--- src/rtl/gpib_acc_pkg.sv ---
package gpib_acc_pkg;
  localparam int ADDR_W   = 5;
  localparam int BYTE_W   = 8;
  localparam logic [1:0] LISTEN_GRP = 2'b01;
  localparam logic [6:0] UNLISTEN   = 7'h3F;

  typedef enum logic [1:0] {
    HS_OFF   = 2'd0,
    HS_HOLD  = 2'd1,
    HS_READY = 2'd2,
    HS_TAKEN = 2'd3
  } hs_state_t;
endpackage

--- src/rtl/gpib_sync.sv ---
module gpib_sync #(
  parameter int W = 1,
  parameter int STAGES = 2,
  parameter logic [W-1:0] RST_VAL = '1
) (
  input  logic         clk,
  input  logic         rst,
  input  logic [W-1:0] d,
  output logic [W-1:0] q
);
  logic [W-1:0] chain [STAGES];

  generate
    for (genvar s = 0; s < STAGES; s++) begin : g_stage
      if (s == 0) begin : g_first
        always_ff @(posedge clk) begin
          if (rst) chain[s] <= RST_VAL;
          else     chain[s] <= d;
        end
      end else begin : g_rest
        always_ff @(posedge clk) begin
          if (rst) chain[s] <= RST_VAL;
          else     chain[s] <= chain[s-1];
        end
      end
    end
  endgenerate

  assign q = chain[STAGES-1];
endmodule

--- src/rtl/gpib_hs_fsm.sv ---
module gpib_hs_fsm
  import gpib_acc_pkg::*;
(
  input  logic clk,
  input  logic rst,
  input  logic participate,
  input  logic ready_ok,
  input  logic dav_n_s,
  output logic take,
  output logic nrfd_n,
  output logic ndac_n
);
  hs_state_t state_q, state_d;

  always_comb begin
    state_d = state_q;
    take    = 1'b0;
    if (!participate) begin
      state_d = HS_OFF;
    end else begin
      case (state_q)
        HS_OFF:   state_d = HS_HOLD;
        HS_HOLD:  if (ready_ok && dav_n_s) state_d = HS_READY;
        HS_READY: begin
          if (!ready_ok) begin
            state_d = HS_HOLD;
          end else if (!dav_n_s) begin
            state_d = HS_TAKEN;
            take    = 1'b1;
          end
        end
        HS_TAKEN: if (dav_n_s) state_d = HS_HOLD;
        default:  state_d = HS_OFF;
      endcase
    end
  end

  always_ff @(posedge clk) begin
    if (rst) begin
      state_q <= HS_OFF;
      nrfd_n  <= 1'b1;
      ndac_n  <= 1'b1;
    end else begin
      state_q <= state_d;
      nrfd_n  <= (state_d == HS_OFF) || (state_d == HS_READY);
      ndac_n  <= (state_d == HS_OFF) || (state_d == HS_TAKEN);
    end
  end

  AST_NDAC_BEFORE_NRFD: assert property (@(posedge clk) disable iff (rst)
    (state_q == HS_TAKEN) |=> (state_q != HS_READY));

  AST_TAKE_RELEASES_NDAC: assert property (@(posedge clk) disable iff (rst)
    take |=> (ndac_n && !nrfd_n));
endmodule

--- src/rtl/gpib_din_reg.sv ---
module gpib_din_reg
  import gpib_acc_pkg::*;
(
  input  logic              clk,
  input  logic              rst,
  input  logic              latch,
  input  logic [BYTE_W-1:0] bus_data,
  input  logic              bus_end,
  input  logic              din_rd,
  input  logic              stat_rd,
  input  logic              hold_en,
  input  logic              hold_release,
  output logic [BYTE_W-1:0] data_q,
  output logic              end_q,
  output logic              full_q,
  output logic              byte_in_q,
  output logic              hold_q
);
  always_ff @(posedge clk) begin
    if (rst) begin
      data_q    <= '0;
      end_q     <= 1'b0;
      full_q    <= 1'b0;
      byte_in_q <= 1'b0;
      hold_q    <= 1'b0;
    end else begin
      if (din_rd)               full_q    <= 1'b0;
      if (din_rd || stat_rd)    byte_in_q <= 1'b0;
      if (hold_release)         hold_q    <= 1'b0;
      if (latch) begin
        data_q    <= bus_data;
        end_q     <= bus_end;
        full_q    <= 1'b1;
        byte_in_q <= 1'b1;
        if (hold_en) hold_q <= 1'b1;
      end
    end
  end

  AST_NO_OVERWRITE: assert property (@(posedge clk) disable iff (rst)
    latch |-> !full_q);

  AST_READ_CLEARS_FLAG: assert property (@(posedge clk) disable iff (rst)
    ((din_rd || stat_rd) && !latch) |=> !byte_in_q);
endmodule

--- src/rtl/gpib_acceptor.sv ---
module gpib_acceptor
  import gpib_acc_pkg::*;
#(
  parameter int SYNC_STAGES = 2
) (
  input  logic              clk,
  input  logic              rst,
  input  logic [BYTE_W-1:0] bus_dio,
  input  logic              bus_dav_n,
  input  logic              bus_eoi_n,
  input  logic              bus_atn_n,
  output logic              nrfd_n,
  output logic              ndac_n,
  input  logic [ADDR_W-1:0] dev_addr,
  input  logic              listen_dis,
  input  logic              swrst_set,
  input  logic              swrst_clr,
  input  logic              hold_en,
  input  logic              hold_release,
  input  logic              din_rd,
  input  logic              stat_rd,
  output logic [BYTE_W-1:0] din_data,
  output logic              din_end,
  output logic              byte_in,
  output logic              listening
);
  logic [1:0] ctl_s;
  logic       dav_n_s, atn_s;
  logic       swrst_q, lads_q;
  logic       participate, ready_ok, take, latch_data;
  logic       full_q, hold_q;
  logic [6:0] cmd;

  gpib_sync #(.W(2), .STAGES(SYNC_STAGES), .RST_VAL(2'b11)) u_sync (
    .clk (clk),
    .rst (rst),
    .d   ({bus_dav_n, bus_atn_n}),
    .q   (ctl_s)
  );
  assign dav_n_s = ctl_s[1];
  assign atn_s   = !ctl_s[0];
  assign cmd     = bus_dio[6:0];

  always_ff @(posedge clk) begin
    if (rst || swrst_set)  swrst_q <= 1'b1;
    else if (swrst_clr)    swrst_q <= 1'b0;
  end

  always_ff @(posedge clk) begin
    if (rst || swrst_q || swrst_set || listen_dis) begin
      lads_q <= 1'b0;
    end else if (take && atn_s) begin
      if (cmd == UNLISTEN)                        lads_q <= 1'b0;
      else if (cmd == {LISTEN_GRP, dev_addr})     lads_q <= 1'b1;
    end
  end

  assign participate = !swrst_q && (atn_s || lads_q);
  assign ready_ok    = atn_s || (!full_q && !hold_q);
  assign latch_data  = take && !atn_s;

  gpib_hs_fsm u_fsm (
    .clk         (clk),
    .rst         (rst),
    .participate (participate),
    .ready_ok    (ready_ok),
    .dav_n_s     (dav_n_s),
    .take        (take),
    .nrfd_n      (nrfd_n),
    .ndac_n      (ndac_n)
  );

  gpib_din_reg u_din (
    .clk          (clk),
    .rst          (rst),
    .latch        (latch_data),
    .bus_data     (bus_dio),
    .bus_end      (!bus_eoi_n),
    .din_rd       (din_rd),
    .stat_rd      (stat_rd),
    .hold_en      (hold_en),
    .hold_release (hold_release),
    .data_q       (din_data),
    .end_q        (din_end),
    .full_q       (full_q),
    .byte_in_q    (byte_in),
    .hold_q       (hold_q)
  );

  assign listening = lads_q;

  AST_BYTEIN_NEEDS_ADDR: assert property (@(posedge clk) disable iff (rst)
    $rose(byte_in) |-> $past(lads_q));

  AST_SWRST_QUIET: assert property (@(posedge clk) disable iff (rst)
    (swrst_q && $past(swrst_q)) |-> (nrfd_n && ndac_n && !lads_q));

  AST_DATA_BLOCKS_READY: assert property (@(posedge clk) disable iff (rst)
    (latch_data && hold_en) |=> !nrfd_n);
endmodule

--- config.mk ---
export PLATFORM = sky130hd
export DESIGN_NAME = gpib_acceptor
export DESIGN_NICKNAME = d
export VERILOG_FILES = /design/src/rtl/gpib_acc_pkg.sv /design/src/rtl/gpib_sync.sv /design/src/rtl/gpib_hs_fsm.sv /design/src/rtl/gpib_din_reg.sv /design/src/rtl/gpib_acceptor.sv
export SDC_FILE = /design/constraint.sdc
export NUM_CORES = 1
export LEC_CHECK = 0
export ABC_CLOCK_PERIOD_IN_PS = 3300
export BUFFER_PORTS_ARGS = -buffer_cell sky130_fd_sc_hd__buf_2
export CORE_MARGIN = 4
export CORE_UTILIZATION = 51
export CTS_BUF_LIST = sky130_fd_sc_hd__clkbuf_4 sky130_fd_sc_hd__clkbuf_8
export DETAILED_ROUTE_END_ITERATION = 12
export PLACE_DENSITY = 0.86
export SLEW_MARGIN = 0
export SYNTH_ARGS = -nofsm -noshare
export SYNTH_HDL_FRONTEND = slang
export SYNTH_HIERARCHICAL = 1
export SYNTH_SLANG_ARGS = --single-unit
--- constraint.sdc ---
create_clock -name clk -period 3.3 [get_ports clk]
set_clock_uncertainty 0.05 [all_clocks]
set_input_delay 0.165 -clock clk [delete_from_list [all_inputs] [get_ports clk]]
set_output_delay 0.165 -clock clk [all_outputs]
set_load 0.05 [all_outputs]
### Yosys cells after proc, flatten, opt, wreduce, memory -nomap -nowiden

Memories as Yosys holds them, arrays and structs flattened.
Cells that the tools add are included.

* register bits: 18
* bits in latches: 0
* RAM bits: 4
* bits in read-only memories: 0
* input port bits: 25
* output and inout port bits: 13
* word-level logic and storage cells: 69
* memories kept: 1

Memory list
* u_sync.chain: depth 2, bits a word 2, rd ports 2, clocked after memory_dff 0, wr ports 2, line gpib_sync.sv:11 `logic [W-1:0] chain [STAGES];`

* add/sub/neg operators: 0
* multiply operators: 0
* div/mod/pow operators: 0
* order comparisons: 0
* equality and inequality tests: 7
* shift operators: 0
* mux-type cells: 24
* bitwise operators: 2
* reduce and logical (&&, ||, !) cells: 25

Operator list (number)
* 2-to-1 mux 1 bit: 16
* 2-to-1 mux 2 bit: 7
* logical OR 1 bit: 9
* == test 2 bit, second input constant: 4
* case mux 2 bit (4 select lines): 1
* == test 7 x 6 -> 1 bit: 1
* == test 7 x 6 -> 1 bit, second input constant: 1
* nonzero test 2 bit: 3
* logical AND 1 bit: 5
* logical NOT 1 bit: 5
* logical NOT 2 bit: 2
* == test 2 x 1 -> 1 bit, second input constant: 1
* OR 1 bit: 2
* AND reduction 2 bit: 1

### Depth between registers and ports, before layout

Gate-level depths: netlist (run 1).

* word-level depth: 9
* gate-level depth with buffers: 8
* depth with buffers taken out: 7

### Modules after synthesis

Netlist (run 1), hierarchy kept.

By module, submodules not included
* gpib_din_reg: instances 1, cells an instance 40, area each 430.4 um^2, seq. area each 240.2 um^2
* gpib_acceptor: instances 1, cells an instance 22, area each 178.9 um^2, seq. area each 40.0 um^2
* gpib_hs_fsm: instances 1, cells an instance 19, area each 168.9 um^2, seq. area each 80.1 um^2
* gpib_sync: instances 1, cells an instance 8, area each 105.1 um^2, seq. area each 80.1 um^2

### Least setup slack after synthesis (run 1)

No wires, ideal clock.

* kind: reg2reg
* from: register lads_q, in the netlist listening
* to: register u_din.data_q[0]
* setup time: 118 ps
* arrival: 1629 ps
* data required time: 3132 ps
* path slack: 1503 ps
* cell stages (with the launch flop): 9
* buffers on the path: 1
* clock period less this slack: 1797 ps
* path through: dfxtp_1 -> inv_1 -> a21oi_1 -> nand2_1 -> nor3_1 -> and2_1 -> buf_6 -> mux2i_1 -> nor2_1

* word-level cells in the longest chain between the ends: 4

RTL lines
* from (decl): line gpib_acceptor.sv:29 `logic swrst_q, lads_q;`
* from (signal assigned): line gpib_acceptor.sv:51 `lads_q <= 1'b0;`
* from (signal assigned): line gpib_acceptor.sv:53 `if (cmd == UNLISTEN) lads_q <= 1'b0;`
* from (signal assigned): line gpib_acceptor.sv:54 `else if (cmd == {LISTEN_GRP, dev_addr}) lads_q <= 1'b1;`
* logical OR 1 bit: line gpib_acceptor.sv:58 `assign participate = !swrst_q && (atn_s || lads_q);`
* logical AND 1 bit: line gpib_acceptor.sv:58
* via participate: line gpib_acceptor.sv:30 `logic participate, ready_ok, take, latch_data;`
* 2-to-1 mux 1 bit: line gpib_hs_fsm.sv:18 `if (!participate) begin`
* via take: line gpib_acceptor.sv:30
* logical AND 1 bit: line gpib_acceptor.sv:60 `assign latch_data = take && !atn_s;`
* via latch_data: line gpib_acceptor.sv:30
* to (signal assigned): line gpib_din_reg.sv:31 `data_q <= bus_data;`
* to (decl): line gpib_din_reg.sv:13 `output logic [BYTE_W-1:0] data_q,`

The timed path passes the listed nets, and every way through them passes these cells.
A chain may end at the register's enable or synchronous reset.

### Final worst setup path (run 1)

* from: register u_din.full_q
* to: register u_din.data_q[6]

* word-level cells in the longest chain between the ends: 7

RTL lines
* from (decl): line gpib_din_reg.sv:15 `output logic full_q,`
* from (signal assigned): line gpib_din_reg.sv:23 `full_q <= 1'b0;`
* from (signal assigned): line gpib_din_reg.sv:27 `if (din_rd) full_q <= 1'b0;`
* from (signal assigned): line gpib_din_reg.sv:33 `full_q <= 1'b1;`
* logical NOT 1 bit: line gpib_acceptor.sv:59 `assign ready_ok = atn_s || (!full_q && !hold_q);`
* logical AND 1 bit: line gpib_acceptor.sv:59
* logical OR 1 bit: line gpib_acceptor.sv:59
* via ready_ok: line gpib_acceptor.sv:30
* 2-to-1 mux 1 bit: line gpib_hs_fsm.sv:25 `if (!ready_ok) begin`
* 2-to-1 mux 1 bit: line gpib_hs_fsm.sv:21 `case (state_q)`
* 2-to-1 mux 1 bit: line gpib_hs_fsm.sv:18
* via take: line gpib_acceptor.sv:30
* logical AND 1 bit: line gpib_acceptor.sv:60
* via latch_data: line gpib_acceptor.sv:30

The timed path passes the listed nets, and every way through them passes these cells.

==> impl_metrics.csv, run 1 <==
group,metric,value,unit
status,status,"finished, final reports clean",
global_routing,grt_pass1_vias,741,
synthesis,synth_edf_count,0,
synthesis,netlist.top_cell.by_area,"dfxtp_1",
cts,clk_pin_slew,120,ps
routing,drtAntennaViolNets,0,
sta,tightest_slew,607,ps
pwr,ir_drop,0.000322,V
cts,worstSkewPairLatency,300,ps
global_routing,antenna_found_initial,0,
worst_setup_path,arrival,2200,ps
routing,routedWlPerCell,13.2,um
cells_and_area,post-route-util,0.733,
worst_setup_path,critPathTopFamily,"simple AND/OR/NAND/NOR gates",
place,place_area,1070,um^2
cells_and_area,nets,157,
sta,fin_setup_tns,0,ps
cells_and_area,syn_to_final_growth,30.7,%
synthesis,synthArstFlopShare,0,
cts,cts_tree,"done",
cts,cts_setup_buffers,0,
sta,post-route-period-util,0.625,
sta,period_minus_slack,2060,ps
place,finalWeightedCongestion,0.726,
place,port-buffer-count,37,
sta,relSlewSlack,0.596,
sta,max_freq,485,MHz
routing,drcViolationCount,0,
sta,hold_violations,0,
pwr,p_leak,0.498,nW
cells_and_area,finalInstanceArea,1150,um^2
worst_setup_path,end_kind,"flop",
cts,cts_resized,0,
sta,maxSlewViolCount,0,
synthesis,ys_seq_area_frac,0.499,
die,die_area,2460,um^2
sta,hold_ws,17.7,ps
synthesis,synth_area_per_cell,9.93,um^2
cts,ctsRootBufferMaster,"clkbuf_4",
global_routing,grt_first_pass_wirelength,3.23,mm
cells_and_area,num_antenna_cells,0,
global_routing,grt_max_degree,19,
die,ios,38,
die,rows,14,
die,start_util,0.560,
worst_setup_path,rrSetupSlack,1240,ps
worst_setup_path,critPathRequiredTime,3440,ps
synthesis,synth_seq_cells,22,
synthesis,syn-num-nets,114,
worst_setup_path,crit_path_max_fanout,11,
synthesis,ys.flop_type,"dfxtp_1",
routing,drt_iter0_drc,4,
routing,wirelength,1.95,mm
die,core_area,1580,um^2
place,hpwl,1.48,mm
worst_setup_path,start_kind,"flop",
global_routing,grt.overflow.total,0,
die,die_w,49.6,um
global_routing,grt_usage,0.170,
die,die_y,49.6,um
cts,cts_made_buffers,3,
cts,clock_sinks,22,
worst_setup_path,worstSetupPathType,"flop to flop",
routing,vias,741,
routing,viasPerCell,5.04,
cts,clk_path_buf_depth,2,
sta,rsz0062_at_grt,"false",
synthesis,netlist_top_cells_area,"dfxtp_1, mux2i_1, nor2_1, xnor2_1, xor2_1",
cts,ctsHoldBuffers,3,
cts,htreeDepth,1,
hold_path,hp-class,"primary input to flop",
synthesis,synth_top_area_frac,0.499,
synthesis,syn-instance-count,89,
run,drv_cap,0,
synthesis,synth_cell_types,28,
pwr,finalPower,0.000506,W
synthesis,syn_area,883,um^2
worst_setup_path,path_cells,"o21ai_0 -> nand2_1 -> nor3_1 -> and2_1 -> mux2i_1 -> nor2_1",
cells_and_area,layout-drive-gt1-share,0.374,
worst_setup_path,cp_slowest_cell,"and2_1",
synthesis,yosysWarnings,6,
routing,dr.pass1.iters,4,
worst_setup_path,slowest_delay,550,ps
sta,setup_viol,0,
worst_setup_path,worstPathBufferInverterCount,0,
synthesis,synth_common_cells,"dfxtp_1, nor2_1, mux2i_1",
synthesis,yosysMostFrequentCell,"dfxtp_1",
pwr,p_per_area,438,nW/um^2
-- worst reg2reg max path, cell delays in order, from the launching register on --
cell,delay [ps]
dfxtp_1,340
o21ai_0,380
nand2_1,110
nor3_1,170
and2_1,550
mux2i_1,280
nor2_1,60
-- layer usage --
layer	wire [um]	GRT usage
met1	795	0.185
met2	1040	0.308
met4	21	0.0553
met5	0	0
met3	92	0.0542
-- final timing paths --
path	startpoint	depth (start not counted)	end
min	swrst_set	3	swrst_q$_SDFFE_PP1P_
max	u_din/full_q$_SDFFE_PP0P_	6	u_din/data_q[6]$_SDFFE_PP0P_
max reg2reg	u_din/full_q$_SDFFE_PP0P_	6	u_din/data_q[6]$_SDFFE_PP0P_
min reg2reg	u_sync/chain[0][1]$_SDFF_PP1_	1	u_sync/chain[1][1]$_SDFF_PP1_
-- layout make-up --
type                    instances  area [um^2]
inverters                       5         18.8
multi-input cells              60          408
flip-flops and latches         22          440
clock buffers                   3         22.5
clock inverters                 1         30.0
repair buffers                 40          215
well taps                      16         20.0
fillers                       116          422
-- metrics by stage --
step                      setup slack [ps]  instances
final                                 1240        147
after global routing                  1070        147
after CTS                             1270        147
after detailed placement              1310        140
after global placement                1430        140
after floorplan                       1500         89
-- power by group --
group | internal, W | switching (W) | total, W | leakage (nW)
Clock | 0.000123 | 0.0000787 | 0.000201 | 0.0279
Combinational | 0.0000191 | 0.0000151 | 0.0000342 | 0.292
Sequential | 0.000269 | 0.00000164 | 0.000270 | 0.178
-- state kept, by name, summed over array words and instances (netlist names) --
signal	cells
u_din/byte_in_q	1
u_fsm/nrfd_n	1
u_din/hold_q	1
u_din/data_q	8
listening	1
swrst_q	1
u_fsm/state_q	2
u_din/full_q	1
u_din/end_q	1
u_fsm/ndac_n	1
u_sync/chain	4
-- cell families after synthesis --
kind of cell / count (synthesis) / synth area share
XOR/XNOR: 6 / 0.0595
AO/OA/AOI/OAI: 12 / 0.0949
AND/OR/NAND/NOR: 33 / 0.205
flip-flops: 22 / 0.499
buffers and inverters: 7 / 0.0397
multiplexers: 9 / 0.102
-- placed cells by master (no fill, tap or decap), types with 4 or more instances in the layout --
| master | synthesis | layout |
|---|---|---|
| buf_2 | 1 | 37 |
| dfxtp_1 | 22 | 22 |
| mux2i_1 | 9 | 9 |
| nand2_1 | 4 | 4 |
| nor2_1 | 12 | 12 |
| or2_1 | 4 | 4 |
(Power assumes the default switching activity.)
==> inputs of run 2 (changes only) <==
--- a/config.mk
+++ b/config.mk
@@ -5,13 +5,14 @@
 export SDC_FILE = /design/constraint.sdc
 export NUM_CORES = 1
 export LEC_CHECK = 0
-export ABC_CLOCK_PERIOD_IN_PS = 3300
+export ABC_AREA = 1
+export ABC_CLOCK_PERIOD_IN_PS = 1900
 export BUFFER_PORTS_ARGS = -buffer_cell sky130_fd_sc_hd__buf_2
 export CORE_MARGIN = 4
-export CORE_UTILIZATION = 51
+export CORE_UTILIZATION = 49
 export CTS_BUF_LIST = sky130_fd_sc_hd__clkbuf_4 sky130_fd_sc_hd__clkbuf_8
 export DETAILED_ROUTE_END_ITERATION = 12
-export PLACE_DENSITY = 0.86
+export PLACE_DENSITY = 0.81
 export SLEW_MARGIN = 0
 export SYNTH_ARGS = -nofsm -noshare
 export SYNTH_HDL_FRONTEND = slang
==> constraint.sdc (replaced) <==
create_clock -name clk -period 1.9 [get_ports clk]
set_clock_uncertainty 0.05 [all_clocks]
set_input_delay 0.095 -clock clk [delete_from_list [all_inputs] [get_ports clk]]
set_output_delay 0.095 -clock clk [all_outputs]
set_load 0.05 [all_outputs]
==> run 2 against run 1 <==
Worst setup slack worse by 1000 ps. Critical endpoint is now u_din/data_q[2]$_SDFFE_PP0P_. Clock power up 75%. Cell area up 17%. Sequential share of layout area down 5.4 points. Critical path depth up 3. Register-to-register slack worse by 1000 ps. Synthesized area up 10%.
==> impl_metrics.csv, run 2 <==
group,metric,value,unit
status,status,"finished, final reports clean",
cells_and_area,nets,216,
synthesis,syn-num-nets,164,
synthesis,ys_seq_area_frac,0.452,
synthesis,synth_seq_cells,22,
cells_and_area,post-route-util,0.747,
routing,routedWlPerCell,11.3,um
routing,drt_iter0_drc,24,
worst_setup_path,worstSetupPathType,"flop to flop",
sta,setup_viol,0,
sta,max_freq,602,MHz
cts,worstSkewPairLatency,300,ps
global_routing,grt.overflow.total,0,
worst_setup_path,end_kind,"flop",
pwr,p_per_area,677,nW/um^2
sta,relSlewSlack,0.746,
cts,htreeDepth,1,
cells_and_area,layout_common_cells,"nand2_1, buf_2, inv_1",
place,port-buffer-count,37,
sta,tightest_slew,382,ps
cells_and_area,final_cells,215,
synthesis,synth_common_cells,"nand2_1, inv_1, dfxtp_1",
die,die_area,2760,um^2
sta,hold_violations,0,
sta,fin_setup_tns,0,ps
cells_and_area,regMostFlops,"u_din/data_q",
cts,cts_resized,0,
pwr,p_leak,0.687,nW
cts,ctsRootBufferMaster,"clkbuf_4",
global_routing,grt_first_pass_wirelength,4.02,mm
place,finalWeightedCongestion,0.746,
routing,vias,1029,
cts,cts_made_buffers,3,
synthesis,netlist.top_cell.by_area,"dfxtp_1",
place,place_inst,199,
global_routing,grt_usage,0.198,
cts,cts_setup_buffers,0,
global_routing,antenna_found_initial,0,
worst_setup_path,reg2reg_depth,9,
run,drv_cap,0,
synthesis,ys.flop_type,"dfxtp_1",
synthesis,synth_top_area_frac,0.452,
routing,viasPerCell,4.79,
place,hpwl,1.75,mm
worst_setup_path,start_kind,"flop",
die,die_y,52.6,um
global_routing,grt_pass1_vias,986,
routing,drcViolationCount,0,
worst_setup_path,arrival,1800,ps
sta,post-route-period-util,0.875,
die,ios,38,
sta,rsz0062_at_grt,"false",
die,die_w,52.6,um
cells_and_area,layout-drive-gt1-share,0.279,
hold_path,hp-class,"primary input to flop",
die,core_area,1800,um^2
synthesis,yosysMostFrequentCell,"nand2_1",
synthesis,syn_area,973,um^2
die,start_util,0.540,
cts,clk_path_buf_depth,2,
pwr,ir_drop,0.000628,V
cells_and_area,syn_to_final_growth,38.3,%
synthesis,yosysWarnings,6,
worst_setup_path,critPathRequiredTime,2030,ps
die,rows,15,
worst_setup_path,crit_path_max_fanout,11,
synthesis,netlist_top_cells_area,"dfxtp_1, nand2_1, inv_1, a21oi_1, nand3_1",
sta,maxSlewViolCount,0,
global_routing,grt_max_degree,17,
cts,clock_sinks,22,
cells_and_area,layout_commonest_cell,"nand2_1",
cells_and_area,largest_reg_flops,8,
sta,period_minus_slack,1660,ps
routing,wirelength,2.43,mm
cts,clk_pin_slew,120,ps
cts,cts_tree,"done",
synthesis,syn-instance-count,139,
cells_and_area,reg.largest.list,"u_din/data_q: 8 flops, u_sync/chain: 4 flops, u_fsm/state_q: 2 flops",
synthesis,synth_edf_count,0,
hold_path,hold_depth,3,
cells_and_area,num_antenna_cells,0,
routing,drtAntennaViolNets,0,
synthesis,synth_area_per_cell,7.00,um^2
synthesis,synthArstFlopShare,0,
routing,dr.pass1.iters,4,
synthesis,synth_cell_types,21,
cts,ctsHoldBuffers,11,
run 2: changes by cell type after synthesis, moves of 3 or more:
cell     previous run  this run
xnor2_1             3         0
mux2i_1             9         0
xor2_1              3         0
nor2b_1             3         0
inv_1               3        26
nand3_1             0         7
nor2_1             12         5
nand2_1             4        43
nor2_2              0         3
or2_1               4         1
a21oi_1             3        14
run 2: layout make-up:
cell class	count	area, um^2
Clock inverter	1	30.0
Timing Repair Buffer	50	313
Clock buffer	3	22.5
Fill cell	154	455
Tap cell	25	31.3
Sequential cell	22	440
Multi-Input combinational cell	86	404
Inverter	28	105
run 2: critical path, stage by stage, from the launching register on:
cell and delay [ps]:
dfxtp_1 350, inv_1 70, a21oi_1 330, nand2_1 100, nor2_1 140, nand2_1 60, inv_1 100, inv_1 180
nand2_1 110, a21oi_1 70
run 2: cell families (layout without fill, tap and decap cells):
| kind of cell | count (synthesis) | in the layout | share of synthesized area |
|---|---|---|---|
| compound gates | 20 | 20 | 0.113 |
| buf+inv | 31 | 82 | 0.132 |
| flops | 22 | 22 | 0.452 |
| simple gates | 66 | 66 | 0.302 |
run 2: final timing paths:
kind,startpoint,endpoint,slack (ps)
worst min register to register,u_sync/chain[0][1]$_SDFF_PP1_,u_sync/chain[1][1]$_SDFF_PP1_,380
worst max-delay path,listening$_SDFFE_PP0P_,u_din/data_q[2]$_SDFFE_PP0P_,240
worst max register to register,listening$_SDFFE_PP0P_,u_din/data_q[2]$_SDFFE_PP0P_,240
worst min-delay path,bus_dio[4],u_din/data_q[4]$_SDFFE_PP0P_,20
run 2: stage by stage:
| step | worst slack (ps) | hold slack, ps | instance area, um^2 | power [W] |
|---|---|---|---|---|
| 2_1_floorplan | 118 | 114 | 973 | 0.000514 |
| 3_3_place_gp | 361 | 222 | 1170 | 0.000548 |
| 3_5_place_dp | 280 | 230 | 1170 | 0.000551 |
| 4_1_cts | 260 | 2.68 | 1340 | 0.000914 |
| 5_1_grt | 2.58 | 10.0 | 1350 | 0.000952 |
| 6_report | 238 | 22.7 | 1350 | 0.000912 |
run 2: power by group:
group / total (W) / internal (W) / switching, W
clock network: 0.000351 / 0.000213 / 0.000138
logic: 0.0000911 / 0.0000468 / 0.0000442
registers: 0.000470 / 0.000467 / 0.00000331
run 2: routing by layer:
layer / up-vias / wire length (um) / GRT usage
met1: 465 / 918 / 0.205
met3: 2 / 146 / 0.0342
li1: 524 / - / -
met2: 38 / 1340 / 0.390
met5: - / 0 / 0
met4: 0 / 17 / 0.0638
